File: config.mk
export PLATFORM = sky130hd
export DESIGN_NAME = gpio_out_bank
export DESIGN_NICKNAME = d
export VERILOG_FILES = /design/src/rtl/gpio_pkg.sv /design/src/rtl/gpio_regfile.sv /design/src/rtl/gpio_line_mux.sv /design/src/rtl/gpio_pin_sync.sv /design/src/rtl/gpio_out_bank.sv
export SDC_FILE = /design/constraint.sdc
export NUM_CORES = 1
export LEC_CHECK = 0
export BUFFER_PORTS_ARGS = -buffer_cell sky130_fd_sc_hd__buf_2
export CAP_MARGIN = 15
export CORE_MARGIN = 2
export CORE_UTILIZATION = 57
export CTS_BUF_LIST = sky130_fd_sc_hd__clkbuf_16
export CTS_CLUSTER_DIAMETER = 150
export DETAILED_ROUTE_END_ITERATION = 6
export MAX_ROUTING_LAYER = met4
export PLACE_DENSITY = 0.86
export SYNTH_ARGS = -nofsm -noshare
export SYNTH_HDL_FRONTEND = slang
export SYNTH_SLANG_ARGS = --single-unit
File: constraint.sdc
create_clock -name clk -period 5.4 [get_ports clk]
set_input_delay 1.08 -clock clk [delete_from_list [all_inputs] [get_ports clk]]
set_output_delay 1.08 -clock clk [all_outputs]
set_load 0.05 [all_outputs]
File: src/rtl/gpio_pkg.sv
package gpio_pkg;
    localparam int ADDR_W = 5;
    localparam int NFUNC  = 4;

    localparam logic [ADDR_W-1:0] A_OWN_SET  = 5'd0;
    localparam logic [ADDR_W-1:0] A_OWN_CLR  = 5'd1;
    localparam logic [ADDR_W-1:0] A_OWN_STAT = 5'd2;
    localparam logic [ADDR_W-1:0] A_DRV_SET  = 5'd3;
    localparam logic [ADDR_W-1:0] A_DRV_CLR  = 5'd4;
    localparam logic [ADDR_W-1:0] A_DRV_STAT = 5'd5;
    localparam logic [ADDR_W-1:0] A_LVL_SET  = 5'd6;
    localparam logic [ADDR_W-1:0] A_LVL_CLR  = 5'd7;
    localparam logic [ADDR_W-1:0] A_LVL      = 5'd8;
    localparam logic [ADDR_W-1:0] A_MSK_SET  = 5'd9;
    localparam logic [ADDR_W-1:0] A_MSK_CLR  = 5'd10;
    localparam logic [ADDR_W-1:0] A_MSK_STAT = 5'd11;
    localparam logic [ADDR_W-1:0] A_ODN_SET  = 5'd12;
    localparam logic [ADDR_W-1:0] A_ODN_CLR  = 5'd13;
    localparam logic [ADDR_W-1:0] A_ODN_STAT = 5'd14;
    localparam logic [ADDR_W-1:0] A_FSEL0    = 5'd15;
    localparam logic [ADDR_W-1:0] A_FSEL1    = 5'd16;
    localparam logic [ADDR_W-1:0] A_PIN_STAT = 5'd17;
endpackage

File: src/rtl/gpio_regfile.sv
module gpio_regfile
    import gpio_pkg::*;
#(
    parameter int NLINES = 8
) (
    input  logic              clk,
    input  logic              rst_n,
    input  logic              wr_en,
    input  logic [ADDR_W-1:0] addr,
    input  logic [NLINES-1:0] wdata,
    input  logic [NLINES-1:0] pin_stat,
    output logic [NLINES-1:0] rdata,
    output logic [NLINES-1:0] own,
    output logic [NLINES-1:0] drv,
    output logic [NLINES-1:0] lvl,
    output logic [NLINES-1:0] odn,
    output logic [NLINES-1:0] fsel0,
    output logic [NLINES-1:0] fsel1
);
    typedef struct packed {
        logic [NLINES-1:0] own;
        logic [NLINES-1:0] drv;
        logic [NLINES-1:0] lvl;
        logic [NLINES-1:0] msk;
        logic [NLINES-1:0] odn;
        logic [NLINES-1:0] fs0;
        logic [NLINES-1:0] fs1;
    } regs_t;

    regs_t regs_d, regs_q;

    always_comb begin
        regs_d = regs_q;
        if (wr_en) begin
            unique case (addr)
                A_OWN_SET: regs_d.own = regs_q.own | wdata;
                A_OWN_CLR: regs_d.own = regs_q.own & ~wdata;
                A_DRV_SET: regs_d.drv = regs_q.drv | wdata;
                A_DRV_CLR: regs_d.drv = regs_q.drv & ~wdata;
                A_LVL_SET: regs_d.lvl = regs_q.lvl | wdata;
                A_LVL_CLR: regs_d.lvl = regs_q.lvl & ~wdata;
                A_LVL:     regs_d.lvl = (regs_q.lvl & ~regs_q.msk) | (wdata & regs_q.msk);
                A_MSK_SET: regs_d.msk = regs_q.msk | wdata;
                A_MSK_CLR: regs_d.msk = regs_q.msk & ~wdata;
                A_ODN_SET: regs_d.odn = regs_q.odn | wdata;
                A_ODN_CLR: regs_d.odn = regs_q.odn & ~wdata;
                A_FSEL0:   regs_d.fs0 = wdata;
                A_FSEL1:   regs_d.fs1 = wdata;
                default:   ;
            endcase
        end
    end

    always_ff @(posedge clk or negedge rst_n) begin
        if (!rst_n) regs_q <= '0;
        else        regs_q <= regs_d;
    end

    always_comb begin
        unique case (addr)
            A_OWN_STAT: rdata = regs_q.own;
            A_DRV_STAT: rdata = regs_q.drv;
            A_LVL:      rdata = regs_q.lvl;
            A_MSK_STAT: rdata = regs_q.msk;
            A_ODN_STAT: rdata = regs_q.odn;
            A_FSEL0:    rdata = regs_q.fs0;
            A_FSEL1:    rdata = regs_q.fs1;
            A_PIN_STAT: rdata = pin_stat;
            default:    rdata = '0;
        endcase
    end

    assign own   = regs_q.own;
    assign drv   = regs_q.drv;
    assign lvl   = regs_q.lvl;
    assign odn   = regs_q.odn;
    assign fsel0 = regs_q.fs0;
    assign fsel1 = regs_q.fs1;

    AST_DRV_SET_TAKES: assert property (@(posedge clk) disable iff (!rst_n)
        $past(wr_en && addr == A_DRV_SET) |-> ((regs_q.drv & $past(wdata)) == $past(wdata)));
    AST_LVL_CLR_TAKES: assert property (@(posedge clk) disable iff (!rst_n)
        $past(wr_en && addr == A_LVL_CLR) |-> ((regs_q.lvl & $past(wdata)) == '0));
    AST_MASKED_HOLD: assert property (@(posedge clk) disable iff (!rst_n)
        $past(wr_en && addr == A_LVL) |-> (((regs_q.lvl ^ $past(regs_q.lvl)) & ~$past(regs_q.msk)) == '0));
endmodule

File: src/rtl/gpio_line_mux.sv
module gpio_line_mux
    import gpio_pkg::*;
#(
    parameter int NLINES = 8
) (
    input  logic [NLINES-1:0]       own,
    input  logic [NLINES-1:0]       drv,
    input  logic [NLINES-1:0]       lvl,
    input  logic [NLINES-1:0]       odn,
    input  logic [NLINES-1:0]       fsel0,
    input  logic [NLINES-1:0]       fsel1,
    input  logic [NFUNC*NLINES-1:0] per_out,
    input  logic [NFUNC*NLINES-1:0] per_oe,
    output logic [NLINES-1:0]       pin_out,
    output logic [NLINES-1:0]       pin_oe
);
    for (genvar i = 0; i < NLINES; i++) begin : g_line
        logic [1:0] code;
        logic       sel_val;
        logic       sel_oe;
        assign code    = {fsel1[i], fsel0[i]};
        assign sel_val = own[i] ? lvl[i] : per_out[int'(code)*NLINES + i];
        assign sel_oe  = own[i] ? drv[i] : per_oe[int'(code)*NLINES + i];
        assign pin_out[i] = odn[i] ? 1'b0 : sel_val;
        assign pin_oe[i]  = odn[i] ? (sel_oe & ~sel_val) : sel_oe;
    end
endmodule

File: src/rtl/gpio_pin_sync.sv
module gpio_pin_sync #(
    parameter int NLINES = 8
) (
    input  logic              clk,
    input  logic              rst_n,
    input  logic [NLINES-1:0] pin_in,
    output logic [NLINES-1:0] pin_stat
);
    typedef struct packed {
        logic [NLINES-1:0] s1;
        logic [NLINES-1:0] s2;
        logic [1:0]        age;
    } sync_t;

    sync_t sync_d, sync_q;

    always_comb begin
        sync_d     = sync_q;
        sync_d.s1  = pin_in;
        sync_d.s2  = sync_q.s1;
        if (sync_q.age != 2'd2) sync_d.age = sync_q.age + 2'd1;
    end

    always_ff @(posedge clk or negedge rst_n) begin
        if (!rst_n) sync_q <= '0;
        else        sync_q <= sync_d;
    end

    assign pin_stat = sync_q.s2;

    AST_PIN_TWO_EDGES: assert property (@(posedge clk) disable iff (!rst_n)
        (sync_q.age == 2'd2) |-> (pin_stat == $past(pin_in, 2)));
endmodule

File: src/rtl/gpio_out_bank.sv
module gpio_out_bank
    import gpio_pkg::*;
#(
    parameter int NLINES = 8
) (
    input  logic                     clk,
    input  logic                     rst_n,
    input  logic                     wr_en,
    input  logic [4:0]               addr,
    input  logic [NLINES-1:0]        wdata,
    output logic [NLINES-1:0]        rdata,
    input  logic [4*NLINES-1:0]      per_out,
    input  logic [4*NLINES-1:0]      per_oe,
    input  logic [NLINES-1:0]        pin_in,
    output logic [NLINES-1:0]        pin_out,
    output logic [NLINES-1:0]        pin_oe
);
    logic [NLINES-1:0] own, drv, lvl, odn, fsel0, fsel1, pin_stat;

    gpio_regfile #(.NLINES(NLINES)) u_regs (
        .clk(clk), .rst_n(rst_n), .wr_en(wr_en), .addr(addr), .wdata(wdata),
        .pin_stat(pin_stat), .rdata(rdata), .own(own), .drv(drv), .lvl(lvl),
        .odn(odn), .fsel0(fsel0), .fsel1(fsel1)
    );

    gpio_line_mux #(.NLINES(NLINES)) u_mux (
        .own(own), .drv(drv), .lvl(lvl), .odn(odn), .fsel0(fsel0), .fsel1(fsel1),
        .per_out(per_out), .per_oe(per_oe), .pin_out(pin_out), .pin_oe(pin_oe)
    );

    gpio_pin_sync #(.NLINES(NLINES)) u_sync (
        .clk(clk), .rst_n(rst_n), .pin_in(pin_in), .pin_stat(pin_stat)
    );

    AST_DRAIN_NEVER_HIGH: assert property (@(posedge clk) disable iff (!rst_n)
        ((odn & pin_oe & pin_out) == '0) && ((odn & pin_out) == '0));
endmodule

==> impl_metrics.toml <==
[run_status]
status = "finished, final reports clean"

[cts]
clk_pin_slew_worst_paths_ns = 0.05
cts_root_buf = "clkbuf_16"
postCtsSetupBuffers = 0
post_cts_resize_count = 0
cts_hold_buffers = 0
cts_tree = "yes"
cts_sinks = 72
cts_buffer_depth = 2
clock_latency_ns = 0.33
cts_made_buffers = 9
cts_htree_levels = 3

[synth]
ys_ff_latch = 72
synth_edf_count = 0
ys_warn_count = 0
synth.cell_area_um2 = 3975
ys_seq_area_share_pct = 45.33
avgSynthCellArea_um2 = 11.42
async_flop_share_pct = 100.0
syn_inst = 348
syn_nets = 436
yosys.cell_types.count = 39
ys.flop_type = "dfrtp_1"

[routing]
wirelength_mm = 10.37
drc = 0
routed_via_density = 6.530
ant_nets = 0
firstDrtPassIters = 5
wl_per_cell_um = 19.42
first_iter_violations = 408
vias = 3487

[sta]
period_minus_slack_ns = 4.129
whs_ns = 0.3467
fin_skew_ns = 0.004184
setup_tns_ns = 0
hold_viol_final = 0
setup_violations = 0
fin_crit_sh_pct = 76.46
slew_violations = 0
tightest_slew_ns = 1.177
maxSlewHeadroom_pct = 21.22
rsz0062_at_grt = "no"
max_freq_ghz = 0.2422

[finish]
antenna_cells = 0
final_cell_mix = "buf_2, dfrtp_1, nand2_1, mux2_2, a21oi_1"
drive_gt1_share_pct = 38.99
fill_cells = 487
final_core_util_pct = 71.46
final_common_cell = "buf_2"
syn2layout_area_growth_pct = 21.47
finish.instance_area_um2 = 4828
final_nets = 537

[worst_setup_path]
critPathMaxFanout = 15
required_ns = 4.32
worstPathArrival_ns = 3.05
crit_chain = "buf_2 > nor2_1 > and4b_1 > a222oi_1 > nand3_1 > buf_2"
endpoint_kind = "output port"
crit_type = "input port to output port"
max_stage_delay_ns = 0.62
cp_common_cell = "buf_2"
worst_setup_path_start_kind = "input port"
cp_slowest_cell = "and4b_1"

[die]
dieArea_um2 = 7658
start_util_pct = 58.83
io_pins = 112
coreArea_um2 = 6756
die_width_um = 87.51
rows = 30
die_height_um = 87.51

[global_routing]
track_usage_pct = 29.11
overflow = 0
grt_pass1_vias = 3350
grt_pass1_wl_mm = 16.27
grt_antenna_before_repair = 0
grt_start_max_net_pins = 73

[power]
power.total_mw = 1.878
power.density_nw_per_um2 = 389.0
vdd_drop_max_uv = 269.7
p_leak_nw = 2.146

[run]
drv_cap = 0

[placed_design]
place.gp.congestion = 0.8318
port-buffer-count = 111
place_area_um2 = 4548
dpl.hpwl_mm = 6.963

[min_path]
hold_path.class = "flop to flop"
power breakdown:
group | switching (mW) | internal (mW)
registers | 0.124 | 0.646
clock network | 0.213 | 0.349
logic | 0.321 | 0.226
cell usage after synthesis (6+ instances only):
| master | n | share of area [%] |
|---|---|---|
| buf_2 | 6 | 0.76 |
| nand3b_1 | 12 | 2.3 |
| nor2_1 | 19 | 1.8 |
| a21oi_1 | 25 | 3.1 |
| nand2_1 | 27 | 2.5 |
| a22oi_1 | 22 | 4.2 |
| mux2_2 | 25 | 7.1 |
| dfrtp_1 | 72 | 45 |
| a22o_1 | 7 | 1.5 |
| mux4_2 | 16 | 9.1 |
| nand4_1 | 6 | 0.94 |
| a32o_1 | 8 | 2.0 |
| mux2i_1 | 15 | 3.8 |
| nor2b_1 | 8 | 1.3 |
| clkbuf_1 | 16 | 1.5 |
| a31oi_1 | 24 | 3.8 |
| o21a_1 | 8 | 1.5 |
logic make-up after synthesis:
group | synth area share (%)
multiplexers | 19.92
buffers and inverters | 2.738
AND/OR/NAND/NOR | 13.66
flip-flops | 45.33
AO/OA/AOI/OAI | 18.35
cell type report:
type | count | area [um^2] | area share (%)
Timing Repair Buffer | 114 | 578.1 | 11.97
Clock buffer | 9 | 225.2 | 4.664
Sequential cell | 72 | 1802 | 37.32
Clock inverter | 7 | 55.05 | 1.140
Inverter | 1 | 3.754 | 0.07774
Multi-Input combinational cell | 251 | 2064 | 42.76
Tap cell | 80 | 100.1 | 2.073
per-stage QoR:
stage / setup slack [ns] / instances
after floorplan: 1.580 / 348
after global placement: 1.358 / 518
after detailed placement: 1.325 / 518
after CTS: 1.308 / 534
after global routing: 1.177 / 534
final: 1.271 / 534
final timing paths:
| kind | start | end | slack [ns] | depth (start not counted) |
|---|---|---|---|---|
| worst max-delay path | addr[2] | rdata[5] | 1.27 | 6 |
| worst min-delay path | u_sync.sync_d[7] | u_sync.pin_stat[5] | 0.35 | 0 |
| worst max register to register | flop | u_regs.lvl[7] | 4.47 | 2 |
| worst min register to register | u_sync.sync_d[7] | u_sync.pin_stat[5] | 0.35 | 0 |
| max in group asynchronous | rst_n | u_sync.pin_stat[3] | 3.86 | 2 |
| min in group asynchronous | rst_n | u_sync.pin_stat[5] | 0.96 | 2 |
metal layers:
metal	vias up	GRT usage, %	part of all wire [%]
li1	1552	-	-
met2	203	47.04	51
met4	0	11.19	2.0
met3	23	4.834	8.0
met5	-	-	0
met1	1709	37.00	39
worst max-delay path: cells and delay by family:
| kind | cells | cell delay, ns |
|---|---|---|
| and+or+nand+nor | 3 | 1.32 |
| AOI/OAI and AO/OA | 1 | 0.20 |
| buffers and inverters | 2 | 0.44 |
No activity file was read; power rests on OpenSTA's default activity.
